[config.mk]
export PLATFORM = sky130hd
export DESIGN_NAME = adc_gain_offset_ovr
export DESIGN_NICKNAME = d
export VERILOG_FILES = /design/src/rtl/ago_pkg.sv /design/src/rtl/ago_regs.sv /design/src/rtl/ago_datapath.sv /design/src/rtl/ago_ovr_mon.sv /design/src/rtl/adc_gain_offset_ovr.sv
export SDC_FILE = /design/constraint.sdc
export NUM_CORES = 1
export LEC_CHECK = 0
export CAP_MARGIN = 20
export CORE_MARGIN = 8
export CORE_UTILIZATION = 45
export CTS_BUF_LIST = sky130_fd_sc_hd__clkbuf_2 sky130_fd_sc_hd__clkbuf_4 sky130_fd_sc_hd__clkbuf_8
export DETAILED_ROUTE_END_ITERATION = 16
export DONT_BUFFER_PORTS = 1
export PLACE_DENSITY = 0.72
export SLEW_MARGIN = 20
export SYNTH_ARGS = -nofsm -noshare
export SYNTH_HDL_FRONTEND = slang
export SYNTH_SLANG_ARGS = --single-unit
[constraint.sdc]
create_clock -name clk -period 6.43 [get_ports clk]
set_clock_uncertainty 0.1 [all_clocks]
set_input_delay 0.9645 -clock clk [delete_from_list [all_inputs] [get_ports clk]]
set_output_delay 0.9645 -clock clk [all_outputs]
set_load 0.005 [all_outputs]
[src/rtl/ago_pkg.sv]
package ago_pkg;
   typedef enum logic [1:0] {
      CFG_GAIN   = 2'd0,
      CFG_OFFSET = 2'd1,
      CFG_THRESH = 2'd2,
      CFG_SPARE  = 2'd3
   } cfg_addr_e;
endpackage

[src/rtl/ago_regs.sv]
module ago_regs
   import ago_pkg::*;
#(
   parameter int REG_W  = 16,
   parameter int GAIN_W = 16,
   parameter int OFS_W  = 16,
   parameter int THR_W  = 16
) (
   input  logic              clk,
   input  logic              rst_n,
   input  logic              wr_en,
   input  logic [1:0]        wr_addr,
   input  logic [REG_W-1:0]  wr_data,
   output logic [GAIN_W-1:0] gain,
   output logic [OFS_W-1:0]  ofs,
   output logic [THR_W-1:0]  thr
);
   // gain 1.25 = binary 1.01 with unity at the top bit
   localparam logic [GAIN_W-1:0] GAIN_RST = {3'b101, {(GAIN_W-3){1'b0}}};
   // 80 % of the unsigned threshold span
   localparam logic [THR_W-1:0]  THR_RST  =
      THR_W'((((64'd1 << THR_W) - 64'd1) * 64'd4) / 64'd5);

   cfg_addr_e sel;
   assign sel = cfg_addr_e'(wr_addr);

   always_ff @(posedge clk) begin
      if (!rst_n) begin
         gain <= GAIN_RST;
         ofs  <= '0;
         thr  <= THR_RST;
      end else if (wr_en) begin
         case (sel)
            CFG_GAIN:   gain <= wr_data[GAIN_W-1:0];
            CFG_OFFSET: ofs  <= wr_data[OFS_W-1:0];
            CFG_THRESH: thr  <= wr_data[THR_W-1:0];
            default:    ;
         endcase
      end
   end

   AST_CFG_HOLD: assert property (@(posedge clk) disable iff (!rst_n)
      !wr_en |=> $stable({gain, ofs, thr}));
   AST_SPARE_IGNORED: assert property (@(posedge clk) disable iff (!rst_n)
      (wr_en && wr_addr == 2'd3) |=> $stable({gain, ofs, thr}));
endmodule

[src/rtl/ago_datapath.sv]
module ago_datapath #(
   parameter int DW        = 16,
   parameter int GW        = 16,
   parameter int OW        = 16,
   parameter int OFS_SHIFT = 7
) (
   input  logic                 clk,
   input  logic                 rst_n,
   input  logic                 in_vld,
   input  logic signed [DW-1:0] in_data,
   input  logic [GW-1:0]        gain,
   input  logic signed [OW-1:0] ofs,
   input  logic                 ovr,
   output logic                 out_vld,
   output logic signed [DW-1:0] out_data,
   output logic                 out_dvalid
);
   localparam int PW = DW + GW + 1;
   localparam int SW = ((DW > OW) ? DW : OW) + 2;
   localparam logic signed [DW-1:0] D_MAX = {1'b0, {(DW-1){1'b1}}};
   localparam logic signed [DW-1:0] D_MIN = {1'b1, {(DW-1){1'b0}}};
   localparam logic signed [PW-1:0] P_MAX = {{(PW-DW+1){1'b0}}, {(DW-1){1'b1}}};
   localparam logic signed [PW-1:0] P_MIN = ~P_MAX;
   localparam logic signed [SW-1:0] S_MAX = {{(SW-DW+1){1'b0}}, {(DW-1){1'b1}}};
   localparam logic signed [SW-1:0] S_MIN = ~S_MAX;

   // stage 1: multiply, rescale, clamp
   logic signed [PW-1:0] prod, prod_sh;
   logic signed [DW-1:0] gain_sat, p_q;
   logic                 vld1;

   assign prod    = PW'(in_data) * PW'($signed({1'b0, gain}));
   assign prod_sh = prod >>> (GW - 1);

   always_comb begin
      if (prod_sh > P_MAX)      gain_sat = D_MAX;
      else if (prod_sh < P_MIN) gain_sat = D_MIN;
      else                      gain_sat = DW'(prod_sh);
   end

   always_ff @(posedge clk) begin
      if (!rst_n) begin
         vld1 <= 1'b0;
         p_q  <= '0;
      end else begin
         vld1 <= in_vld;
         if (in_vld) p_q <= gain_sat;
      end
   end

   // stage 2: scaled offset, clamp
   logic signed [OW-1:0] ofs_sc;
   logic signed [SW-1:0] sum;
   logic signed [DW-1:0] sum_sat;

   assign ofs_sc = ofs >>> OFS_SHIFT;
   assign sum    = SW'(p_q) + SW'(ofs_sc);

   always_comb begin
      if (sum > S_MAX)      sum_sat = D_MAX;
      else if (sum < S_MIN) sum_sat = D_MIN;
      else                  sum_sat = DW'(sum);
   end

   always_ff @(posedge clk) begin
      if (!rst_n) begin
         out_vld    <= 1'b0;
         out_data   <= '0;
         out_dvalid <= 1'b0;
      end else begin
         out_vld <= vld1;
         if (vld1) begin
            out_data   <= sum_sat;
            out_dvalid <= ~ovr;
         end
      end
   end

   AST_PIPE_FOLLOW: assert property (@(posedge clk) disable iff (!rst_n)
      vld1 |=> out_vld);
   AST_PIPE_IDLE: assert property (@(posedge clk) disable iff (!rst_n)
      !vld1 |=> !out_vld);
   AST_CLAMP_TOP: assert property (@(posedge clk) disable iff (!rst_n)
      (vld1 && p_q == D_MAX && !ofs[OW-1]) |=> (out_data == D_MAX));
   AST_CLAMP_BOTTOM: assert property (@(posedge clk) disable iff (!rst_n)
      (vld1 && p_q == D_MIN && ofs[OW-1]) |=> (out_data == D_MIN));
   AST_DVALID_DROP: assert property (@(posedge clk) disable iff (!rst_n)
      (vld1 && ovr) |=> (out_vld && !out_dvalid));
endmodule

[src/rtl/ago_ovr_mon.sv]
module ago_ovr_mon #(
   parameter int DW          = 16,
   parameter int TW          = 16,
   parameter int MW          = 8,
   parameter int RUN_LEN     = 4,
   parameter bit MOD_TRIP_EN = 1'b1
) (
   input  logic                 clk,
   input  logic                 rst_n,
   input  logic                 stg_vld,
   input  logic signed [DW-1:0] stg_data,
   input  logic [TW-1:0]        thr,
   input  logic                 mod_vld,
   input  logic signed [MW-1:0] mod_data,
   output logic                 ovr
);
   localparam int UP = TW - DW + 1;

   // first-stage magnitude against threshold
   logic [DW-1:0] mag;
   logic [TW:0]   mag_sc;
   logic          stg_ovr;

   assign mag    = stg_data[DW-1] ? DW'(-stg_data) : DW'(stg_data);
   assign mag_sc = (TW+1)'(mag) << UP;

   always_ff @(posedge clk) begin
      if (!rst_n)       stg_ovr <= 1'b0;
      else if (stg_vld) stg_ovr <= (mag_sc > {1'b0, thr});
   end

   AST_STG_HOLD: assert property (@(posedge clk) disable iff (!rst_n)
      !stg_vld |=> $stable(stg_ovr));

   // modulator run detector
   logic mod_ovr;

   if (MOD_TRIP_EN) begin : g_mod_trip
      localparam int CNT_W = $clog2(RUN_LEN + 2);
      localparam logic [CNT_W-1:0] LIM = CNT_W'(RUN_LEN);
      logic [CNT_W-1:0] run_q;
      logic             rail;

      assign rail = (mod_data == {1'b0, {(MW-1){1'b1}}}) ||
                    (mod_data == {1'b1, {(MW-1){1'b0}}});

      always_ff @(posedge clk) begin
         if (!rst_n) run_q <= '0;
         else if (mod_vld) begin
            if (!rail)            run_q <= '0;
            else if (run_q <= LIM) run_q <= run_q + 1'b1;
         end
      end

      assign mod_ovr = (run_q > LIM);

      AST_RUN_CLEAR: assert property (@(posedge clk) disable iff (!rst_n)
         (mod_vld && !rail) |=> !mod_ovr);
      AST_RUN_CAUSE: assert property (@(posedge clk) disable iff (!rst_n)
         $rose(mod_ovr) |-> $past(mod_vld && rail));
   end else begin : g_no_mod_trip
      assign mod_ovr = 1'b0;
   end

   assign ovr = stg_ovr | mod_ovr;

   AST_FLAG_SOURCES: assert property (@(posedge clk) disable iff (!rst_n)
      (!stg_ovr && !mod_ovr) |-> !ovr);
endmodule

[src/rtl/adc_gain_offset_ovr.sv]
module adc_gain_offset_ovr #(
   parameter int DATA_W      = 16,
   parameter int REG_W       = 16,
   parameter int GAIN_W      = 16,
   parameter int OFS_W       = 16,
   parameter int THR_W       = 16,
   parameter int OFS_SHIFT   = 7,
   parameter int MOD_W       = 8,
   parameter int RUN_LEN     = 4,
   parameter bit MOD_TRIP_EN = 1'b1
) (
   input  logic                     clk,
   input  logic                     rst_n,
   input  logic                     cfg_wr_en,
   input  logic [1:0]               cfg_wr_addr,
   input  logic [REG_W-1:0]         cfg_wr_data,
   input  logic                     smp_vld,
   input  logic signed [DATA_W-1:0] smp_data,
   input  logic                     stg1_vld,
   input  logic signed [DATA_W-1:0] stg1_data,
   input  logic                     mod_vld,
   input  logic signed [MOD_W-1:0]  mod_data,
   output logic                     out_vld,
   output logic signed [DATA_W-1:0] out_data,
   output logic                     out_dvalid,
   output logic                     ovr_flag
);
   if (GAIN_W > REG_W || OFS_W > REG_W || THR_W > REG_W) begin : g_bad_reg_w
      $error("register field wider than write port");
   end
   if (GAIN_W < 3) begin : g_bad_gain_w
      $error("gain field too narrow for its reset value");
   end
   if (THR_W < DATA_W - 1) begin : g_bad_thr_w
      $error("threshold field narrower than sample magnitude");
   end
   if (OFS_SHIFT >= OFS_W) begin : g_bad_shift
      $error("offset shift consumes the whole offset field");
   end
   if (RUN_LEN < 1 || MOD_W < 2) begin : g_bad_run
      $error("modulator run settings out of range");
   end

   logic [GAIN_W-1:0] gain;
   logic [OFS_W-1:0]  ofs;
   logic [THR_W-1:0]  thr;

   ago_regs #(
      .REG_W (REG_W), .GAIN_W(GAIN_W), .OFS_W(OFS_W), .THR_W(THR_W)
   ) i_regs (
      .clk    (clk),
      .rst_n  (rst_n),
      .wr_en  (cfg_wr_en),
      .wr_addr(cfg_wr_addr),
      .wr_data(cfg_wr_data),
      .gain   (gain),
      .ofs    (ofs),
      .thr    (thr)
   );

   ago_ovr_mon #(
      .DW(DATA_W), .TW(THR_W), .MW(MOD_W),
      .RUN_LEN(RUN_LEN), .MOD_TRIP_EN(MOD_TRIP_EN)
   ) i_ovr_mon (
      .clk     (clk),
      .rst_n   (rst_n),
      .stg_vld (stg1_vld),
      .stg_data(stg1_data),
      .thr     (thr),
      .mod_vld (mod_vld),
      .mod_data(mod_data),
      .ovr     (ovr_flag)
   );

   ago_datapath #(
      .DW(DATA_W), .GW(GAIN_W), .OW(OFS_W), .OFS_SHIFT(OFS_SHIFT)
   ) i_datapath (
      .clk       (clk),
      .rst_n     (rst_n),
      .in_vld    (smp_vld),
      .in_data   (smp_data),
      .gain      (gain),
      .ofs       ($signed(ofs)),
      .ovr       (ovr_flag),
      .out_vld   (out_vld),
      .out_data  (out_data),
      .out_dvalid(out_dvalid)
   );
endmodule

==> results_dict.tcl, run 1 <==
set metrics [dict create \
    status "finished clean" \
    maxCapViolCount 0 \
    crit_chain "nand2_1 > fa_1 > inv_1 > fa_1 > fa_1 > fa_1 > fa_1 > inv_1 > fa_1 > inv_1 > ha_4 > and4_4 > and4_2 > nand3_2 > a21oi_4 > nor3_2 > or3b_4 > o211ai_4 > clkbuf_16 > nand2_2 > a21oi_2" \
    die_w_um 186.8 \
    vias 10365 \
    rsz0062_at_grt "true" \
    postSynthAreaPerCell_um2 8.594 \
    initialDrtViolationCount 553 \
    total_power_w 0.003215 \
    setup_viol 0 \
    busiest_layer "met2" \
    fin_nets 1966 \
    ir_worst_vdd_mv 0.1883 \
    final_area_um2 14590 \
    synth_cell_type_count 78 \
    cts_buffers 9 \
    num_antenna_cells 0 \
    pin_count 83 \
    dpl_cell_area_um2 14180 \
    grt_max_degree 79 \
    area_growth_pct 11.16 \
    h-tree-depth 3 \
    synth_edf_count 0 \
    fmax_ghz 0.1567 \
    fp-row-count 62 \
    arrival_ns 6.58 \
    max_slew_margin_pct 36.29 \
    wirelength_mm 32.29 \
    nFillCells 2689 \
    start_util_pct 45.72 \
    cts_hold_buf 0 \
    crit_required_ns 6.62 \
    worstSkewPairLatency_ns 0.36 \
    end_kind "flip-flop" \
    drive_gt1_share_pct 12.50 \
    dieArea_um2 34880 \
    overflow 0 \
    synthCells 1527 \
    synth_seq_cells 80 \
    viasPerCell 5.332 \
    cp_common_cell "fa_1" \
    synth_seq_area_share_pct 12.20 \
    report.final.slew_viol_count 0 \
    root_buffer "clkbuf_8" \
    post-route-period-util_pct 99.28 \
    seqCellArea_um2 1607 \
    yosysWarnings 0 \
    cts.sinks 80 \
    cts_tree "built" \
    tightest_slew_ns 0.9516 \
    min_from "i_regs.thr[8]" \
    hold_violations 0 \
    fin_crit_ns 6.383 \
    worstReg2RegStart "i_regs.gain[14]" \
    multi_input_area_um2 10560 \
    async_flop_share_pct 0 \
    dpl.hpwl_mm 26.34 \
    grt_antenna_before_repair 0 \
    ys.flop_type "dfxtp_1" \
    syn_area_um2 13120 \
    critPathKind "in -> reg" \
    hold_path_class "reg -> reg" \
    grtUsageMet2_pct 33.66 \
    syn-num-nets 1938 \
    drc_errors 0 \
    core_um2 28700 \
    routedWlPerCell_um 16.61 \
    crit_slowest_cell "fa_1" \
    io_buffers 0 \
    dr.pass1.iters 5 \
    worst_path_largest_cell_delay_ns 0.55 \
    worstPathMaxFanout 16 \
    grt_usage_pct 18.96 \
    ctsLongestPathBuffers 2 \
    cellPowerDensity_nw_per_um2 220.4 \
    grt_pass1_vias 10938 \
    ant_nets 0 \
    die_h_um 186.8 \
    cp-startpoint "smp_data[12]" \
    gp_congestion 0.8851 \
    leakage_nw 7.049 \
    grt_use_met3_pct 3.057 \
    grt_util_met1_pct 23.03 \
    startpoint_type "primary input" \
    grt_first_pass_wirelength_mm 54.34 \
    path_clk_slew_ns 0.08 \
]
[state kept, by name, indices dropped and copies added (netlist names)]
name	flops
i_datapath.out_data	16
i_datapath.p_q	16
i_regs.gain	16
i_regs.thr	16
i_regs.ofs	9
i_ovr_mon.g_mod_trip.run_q	3
i_datapath.out_dvalid	1
i_datapath.out_vld	1
i_datapath.vld1	1
i_ovr_mon.stg_ovr	1
[timing repair]
item | 4_1_cts | 5_1_grt
cloned | 0 | 1
pin swaps | 0 | 12
buffers inserted | 3 | 5
endpoints found under the setup margin | 15 | 15
resized for setup | 1 | 31
[metal layers]
layer | share of wire, % | up-vias
met1 | 41 | 5138
met3 | 5.5 | 62
met2 | 50 | 257
met4 | 3.4 | 0
li1 | - | 4908
met5 | 0 | -
[critical path, delay by kind of cell]
| kind | cells | cell delay (ns) |
|---|---|---|
| AND/OR/NAND/NOR | 7 | 1.15 |
| adder cells (fa/ha/maj) | 7 | 3.41 |
| AO/OA/AOI/OAI | 3 | 0.65 |
| buffers and inverters | 4 | 0.39 |
[cells in the final DEF (no fill, tap or decap), drive strengths merged, types with 4 or more instances in the layout]
master  instances
a31oi          17
and2          117
a21boi         25
dfxtp          80
fa            194
a211oi          6
nand3          12
mux2i           9
ha            153
a21oi          52
nor4            6
o21a            9
buf            76
a21o           11
inv           262
o21ai          73
or3             4
nor3           11
xnor2          32
nor2b          17
xor2           11
and4            4
nand4           8
o211ai         15
clkbuf         11
nor2           31
o21bai          6
nand2         237
o31ai           8
and3            4
nand2b         15
[stage by stage]
| stage | TNS (ns) | utilization, % | hold slack [ns] | setup slack (ns) | instances |
|---|---|---|---|---|---|
| after floorplan | -0.9505 | - | 0.3435 | -0.08713 | 1527 |
| after global placement | -4.011 | 49.41 | 0.3505 | -0.3099 | 1919 |
| after detailed placement | -5.293 | 49.41 | 0.3621 | -0.4124 | 1919 |
| after CTS | 0 | 50.20 | 0.3726 | 0.01342 | 1938 |
| after global routing | -1.656 | 50.82 | 0.4040 | -0.1264 | 1944 |
| final | 0 | 50.82 | 0.3737 | 0.04655 | 1944 |
[final timing paths]
check	endpoint	slack (ns)	cells after the start
worst min-delay path	i_regs.thr[8]	0.37	2
worst min register to register	i_regs.thr[8]	0.37	2
worst max-delay path	i_datapath.p_q[3]	0.05	21
worst max register to register	i_datapath.p_q[3]	0.06	21
[power breakdown]
| group | internal (W) | switching [W] | leakage [nW] |
|---|---|---|---|
| clock network | 0.000185 | 0.000190 | 0.0921 |
| logic | 0.00104 | 0.00121 | 6.30 |
| registers | 0.000543 | 0.0000409 | 0.657 |
| total | 0.00177 | 0.00144 | 7.05 |
[cell type report]
class                   count  share of cell area, %
well taps                 384                  3.294
clock inverters             6                 0.4803
inverters                 262                  6.776
flip-flops and latches     80                  11.01
clock buffers              10                 0.9006
multi-input cells        1125                  72.40
repair buffers             77                  5.138
[cell usage after synthesis (7+ instances only)]
| master | instances | area (um2) |
|---|---|---|
| o21a_1 | 9 | 67.56 |
| nand2b_1 | 15 | 93.84 |
| nand3_1 | 12 | 60.06 |
| clkbuf_1 | 53 | 198.9 |
| o31ai_1 | 7 | 52.55 |
| fa_1 | 194 | 3884 |
| xor2_1 | 11 | 96.34 |
| nor2_1 | 31 | 116.4 |
| nor2b_1 | 16 | 100.1 |
| mux2i_1 | 9 | 90.09 |
| a21oi_1 | 40 | 200.2 |
| nor3_1 | 11 | 55.05 |
| and2_1 | 115 | 719.4 |
| o21ai_0 | 71 | 355.3 |
| nand4_1 | 8 | 50.05 |
| a31oi_1 | 17 | 106.4 |
| xnor2_1 | 31 | 271.5 |
| o211ai_1 | 13 | 97.59 |
| a21o_1 | 10 | 75.07 |
| nand2_1 | 236 | 885.9 |
| inv_1 | 261 | 979.7 |
| a21boi_0 | 25 | 187.7 |
| a21oi_2 | 12 | 105.1 |
| ha_1 | 153 | 1914 |
| dfxtp_1 | 80 | 1602 |
[cell families after synthesis]
group / share of synthesized area, %
simple gates: 18.17
fa+ha+maj: 44.18
buf+inv: 9.439
compound gates: 12.30
flops: 12.20
xor+xnor: 2.927
mux: 0.7723
No activity file was read; power rests on OpenSTA's default activity.
==> inputs of run 2 (changes only) <==
Settings changed: CORE_UTILIZATION 45 to 30, PLACE_DENSITY 0.72 to 0.55, SYNTH_HIERARCHICAL set to 1.
Clock period 6.43 ns to 5.4 ns, I/O delays scaled along.
==> run 2 against run 1 <==
Compared with the run above: the run now ends with setup timing left; register-to-register slack worse by 0.83 ns; die area up 51%; synthesized cell count up 3.8%; critical path depth up 2; cell count up 16%; critical path type is now reg -> reg; largest cell class unchanged; largest power group unchanged; highest routed layer unchanged.
==> results_dict.tcl, run 2 <==
set metrics [dict create \
    start_util_pct 30.32 \
    maxCapViolCount 0 \
    worstPathMaxFanout 8 \
    nFillCells 4642 \
    end_kind "flip-flop" \
    ir_worst_vdd_mv 0.2536 \
    ant_nets 0 \
    num_antenna_cells 0 \
    max_slew_margin_pct 31.48 \
    dr.pass1.iters 5 \
    status "finished, violations left" \
    reg2reg_to "i_datapath/p_q[3]" \
    viasPerCell 4.775 \
    pin_count 83 \
    cp-startpoint "i_regs/gain[11]" \
    initialDrtViolationCount 457 \
    setup.worst_path.end "i_datapath/p_q[3]" \
    grt_max_degree 98 \
    final_area_um2 16030 \
    grt_usage_pct 14.12 \
    dpl_cell_area_um2 15290 \
    fp-row-count 78 \
    cts_hold_buf 0 \
    cts.sinks 80 \
    r2r_cells 23 \
    core_um2 45190 \
    crit_required_ns 5.60 \
    gp_congestion 0.8789 \
    setup_slack_ns -0.7741 \
    setup_tns_ns -11.72 \
    arrival_ns 6.37 \
    ff2ff_setup_slack_ns -0.77 \
    dpl.hpwl_mm 29.60 \
    crit_chain "buf_6 > and2_4 > fa_1 > inv_2 > fa_1 > fa_1 > inv_2 > fa_1 > fa_1 > inv_1 > fa_1 > inv_2 > ha_4 > and3_4 > nand3_2 > or2_1 > o221ai_2 > o41a_4 > nand4_4 > o41ai_4 > buf_4 > nand2_2 > a21oi_2" \
    worst_path_largest_cell_delay_ns 0.54 \
    io_buffers 0 \
    setup_viol 16 \
    synthCells 1585 \
    cts_buffers 9 \
    overflow 0 \
    fin_crit_ns 6.174 \
    worstSkewPairLatency_ns 0.36 \
    drc_errors 0 \
    grt_antenna_before_repair 0 \
    violations "setup timing" \
    cp_common_cell "fa_1" \
    fmax_ghz 0.1620 \
    area_growth_pct 16.98 \
    post-route-period-util_pct 114.3 \
    dieArea_um2 52760 \
    grt_first_pass_wirelength_mm 61.29 \
    cts_tree "built" \
    h-tree-depth 3 \
    cellPowerDensity_nw_per_um2 280.9 \
    critPathKind "reg -> reg" \
    routedWlPerCell_um 16.05 \
    hold_violations 0 \
    rsz0062_at_grt "true" \
    vias 10811 \
    postSynthAreaPerCell_um2 8.643 \
    crit_slowest_cell "fa_1" \
    yosysWarnings 6 \
    wirelength_mm 36.35 \
    die_w_um 229.7 \
    final_cell_mix "260 x inv_1, 215 x nand2_1, 178 x fa_1" \
    ctsLongestPathBuffers 2 \
    syn-num-nets 1996 \
    syn_area_um2 13700 \
    startpoint_type "flip-flop" \
    report.final.slew_viol_count 0 \
    final_common_cell "inv_1" \
    path_clk_slew_ns 0.08 \
    grt_pass1_vias 11718 \
    root_buffer "clkbuf_8" \
    tightest_slew_ns 1.026 \
    drive_gt1_share_pct 19.05 \
    worstReg2RegStart "i_regs/gain[11]" \
    die_h_um 229.7 \
    fin_nets 2070 \
    leakage_nw 7.606 \
    hold_path_class "reg -> reg" \
]
## run 2: worst min path at each step
stage | startpoint | cells after the start | slack, ns | end
floorplan | i_regs/thr[13] | 2 | 0.34 | i_regs/thr[13]
global placement | i_regs/thr[8] | 2 | 0.35 | i_regs/thr[8]
detailed placement | i_regs/thr[9] | 2 | 0.36 | i_regs/thr[9]
CTS | i_regs/thr[9] | 2 | 0.37 | i_regs/thr[9]
global route | i_regs/thr[4] | 2 | 0.39 | i_regs/thr[4]
finish | i_regs/thr[4] | 2 | 0.37 | i_regs/thr[4]
## run 2: area by class of cell
class | instances | area (um2) | share of cell area [%]
clock buffer | 14 | 180.2 | 1.124
clock inverter | 2 | 12.51 | 0.07808
inverter | 281 | 1055 | 6.582
multi-input combinational | 1157 | 11240 | 70.16
sequential | 80 | 1628 | 10.16
tap | 600 | 750.7 | 4.685
timing repair buffer | 130 | 1156 | 7.214
## run 2: power by group
part	total, W	internal (W)	switching (W)
registers	0.000684	0.000639	0.0000446
logic	0.00339	0.00162	0.00176
clock network	0.000429	0.000215	0.000215
total	0.00450	0.00248	0.00202
## run 2: metrics by stage
step                      worst slack [ns]  hold WS, ns  instances  power [W]  utilization, %
after floorplan                    -0.9869       0.3382       1585   0.002791               -
after global placement              -1.229       0.3481       2234   0.003766           33.81
after detailed placement            -1.267       0.3578       2234   0.003768           33.83
after CTS                          -0.7178       0.3685       2260   0.004362           35.01
after global routing               -0.9972       0.3913       2264   0.004954           35.47
final                              -0.7741       0.3656       2264   0.004501           35.47
## run 2: critical path, delay by kind of cell (launching register included)
kind,cells,cell delay (ns)
DFF,1,0.41
and+or+nand+nor,6,0.77
AOI/OAI and AO/OA,4,1.00
buffers and inverters,6,0.56
adders and majority gates,7,3.29
## run 2: metal layers
layer | vias to the layer above | track usage, % | routed length (um)
li1 | 5214 | - | -
met4 | 0 | 2.554 | 514
met3 | 35 | 1.798 | 1327
met5 | - | 0 | 0
met1 | 5403 | 17.15 | 15580
met2 | 159 | 26.49 | 18930
## run 2: repair_timing
item | 4_1_cts | 5_1_grt
resized for setup | 59 | 55
gates cloned | 1 | 0
pin swaps | 54 | 52
endpoints found under the setup margin | 16 | 16
setup buffers | 9 | 7
==> inputs of run 3 (changes only) <==
Settings changed: ABC_AREA set to 1, CTS_CLUSTER_SIZE set to 28.
==> run 3 against run 2 <==
Compared with the run above: largest power group unchanged; non-clock buffer count is the same; the flow still finishes with violations (setup timing); sequential power rose by 4.8%; global-route usage grew 0.31 points; critical path type is now in -> reg; routed wire length increased by 5.4%; synthesized cell count rose by 25%; worst setup slack improved by 0.35 ns; die area rose by 2.8%; combinational power increased by 50%; register-to-register slack gained 0.39 ns.
==> results_dict.tcl, run 3 <==
set metrics [dict create \
    status "finished, violations left" \
    violations "setup timing" \
    startpoint_type "primary input" \
    setup_viol 16 \
    grt_max_degree 80 \
    cts_tree "built" \
    critPathKind "in -> reg" \
    setup_slack_ns -0.4195 \
    vias 12019 \
    synthCells 1988 \
    post-route-period-util_pct 107.8 \
    cts_hold_buf 0 \
    num_antenna_cells 0 \
    cellPowerDensity_nw_per_um2 382.4 \
    yosysWarnings 6 \
    report.final.slew_viol_count 0 \
    initialDrtViolationCount 531 \
    dieArea_um2 54230 \
    syn_area_um2 14110 \
    ir_worst_vdd_mv 0.3899 \
    arrival_ns 5.96 \
    die_w_um 232.9 \
    total_power_w 0.006280 \
    wirelength_mm 38.30 \
    start_util_pct 30.37 \
    leakage_nw 9.233 \
    die_h_um 232.9 \
    grt_pass1_vias 12769 \
    viasPerCell 4.518 \
    syn-num-nets 2399 \
    ctsLongestPathBuffers 2 \
    gp_congestion 0.8768 \
    drc_errors 0 \
    dp.cells 2635 \
    crit_required_ns 5.54 \
    overflow 0 \
    max_slew_margin_pct 56.97 \
    routedWlPerCell_um 14.40 \
    area_growth_pct 16.41 \
    tightest_slew_ns 0.6437 \
    core_um2 46460 \
    h-tree-depth 3 \
    fin_nets 2459 \
    fmax_ghz 0.1718 \
    hold_path_class "reg -> reg" \
    drive_gt1_share_pct 15.44 \
    fp-row-count 79 \
    cts_buffers 9 \
    ant_nets 0 \
    fin_crit_ns 5.819 \
    grt_usage_pct 14.42 \
    worstSkewPairLatency_ns 0.36 \
    instances_no_fill 2660 \
    io_buffers 0 \
    final_common_cell "nand2_1" \
    seqCellArea_um2 1617 \
    grt_first_pass_wirelength_mm 63.99 \
    pin_count 83 \
    dpl.hpwl_mm 32.47 \
    worstPathMaxFanout 7 \
    final_cell_mix "488 x nand2_1, 468 x inv_1, 181 x fa_1" \
    grt_antenna_before_repair 0 \
    hold_violations 0 \
    multi_input_area_um2 10850 \
    dr.pass1.iters 5 \
    postSynthAreaPerCell_um2 7.097 \
    path_clk_slew_ns 0.08 \
    end_kind "flip-flop" \
    nFillCells 5032 \
    cts.sinks 80 \
    maxCapViolCount 0 \
    rsz0062_at_grt "true" \
    root_buffer "clkbuf_8" \
]
## run 3: layout make-up
class                      instances  share of cell area (%)
multi-input combinational       1343                   66.08
inverter                         484                   11.10
sequential                        80                   9.842
timing repair buffer             130                   7.107
tap                              607                   4.624
clock buffer                      10                  0.8380
clock inverter                     6                  0.4114
## run 3: repair_timing
action | CTS | global route
cloned | 0 | 2
gates resized for setup | 13 | 68
setup buffers | 4 | 3
pin swaps | 0 | 38
endpoints found under the setup margin | 16 | 16
## run 3: worst max-delay path, cell delays in order
cell and delay (ns):
clkinvlp_4 0.17, buf_6 0.21, nor2_2 0.10, fa_1 0.46, fa_1 0.59, fa_1 0.45
fa_2 0.50, fa_1 0.49, inv_1 0.05, fa_1 0.53, inv_1 0.06, ha_4 0.24
a21oi_2 0.15, nand2_2 0.09, nand2_1 0.10, nand2_2 0.07, a21oi_2 0.17, nand2_1 0.08
nand2_2 0.09, nand3_2 0.10, a21oi_4 0.20, clkbuf_16 0.19, a21oi_2 0.05
## run 3: report_power, final
part	total (W)	switching [W]	internal, W	leakage, nW
Sequential	0.000717	0.0000559	0.000661	0.662
Clock	0.000464	0.000236	0.000228	0.0989
Combinational	0.00510	0.00275	0.00235	8.47
Total	0.00628	0.00304	0.00324	9.23
## run 3: per-stage QoR
step	worst slack, ns	hold WS, ns	instance area (um2)	utilization [%]	setup TNS, ns
floorplan	-0.5714	0.3270	14600	-	-8.091
global placement	-0.9165	0.3460	15830	34.06	-14.28
detailed placement	-0.9463	0.3450	15830	34.06	-14.67
CTS	-0.4373	0.3670	16100	34.65	-6.478
global route	-0.6685	0.3878	16420	35.35	-10.18
finish	-0.4195	0.3635	16420	35.35	-6.179
## run 3: layer usage
| layer | up-vias | routed length (um) | track usage [%] |
|---|---|---|---|
| li1 | 6013 | - | - |
| met1 | 5762 | 16740 | 17.91 |
| met2 | 197 | 19540 | 26.29 |
| met3 | 47 | 1494 | 2.009 |
| met4 | 0 | 524 | 2.893 |
| met5 | - | 0 | 0 |
## run 3: path summary, 6_finish.rpt
| check | startpoint | end | slack, ns | cells after the start |
|---|---|---|---|---|
| max | smp_data[15] | i_datapath/p_q[6] | -0.42 | 23 |
| min | i_regs/thr[2] | i_regs/thr[2] | 0.36 | 2 |
| min reg2reg | i_regs/thr[2] | i_regs/thr[2] | 0.36 | 2 |
| max reg2reg | i_regs/gain[5] | i_datapath/p_q[6] | -0.38 | 25 |
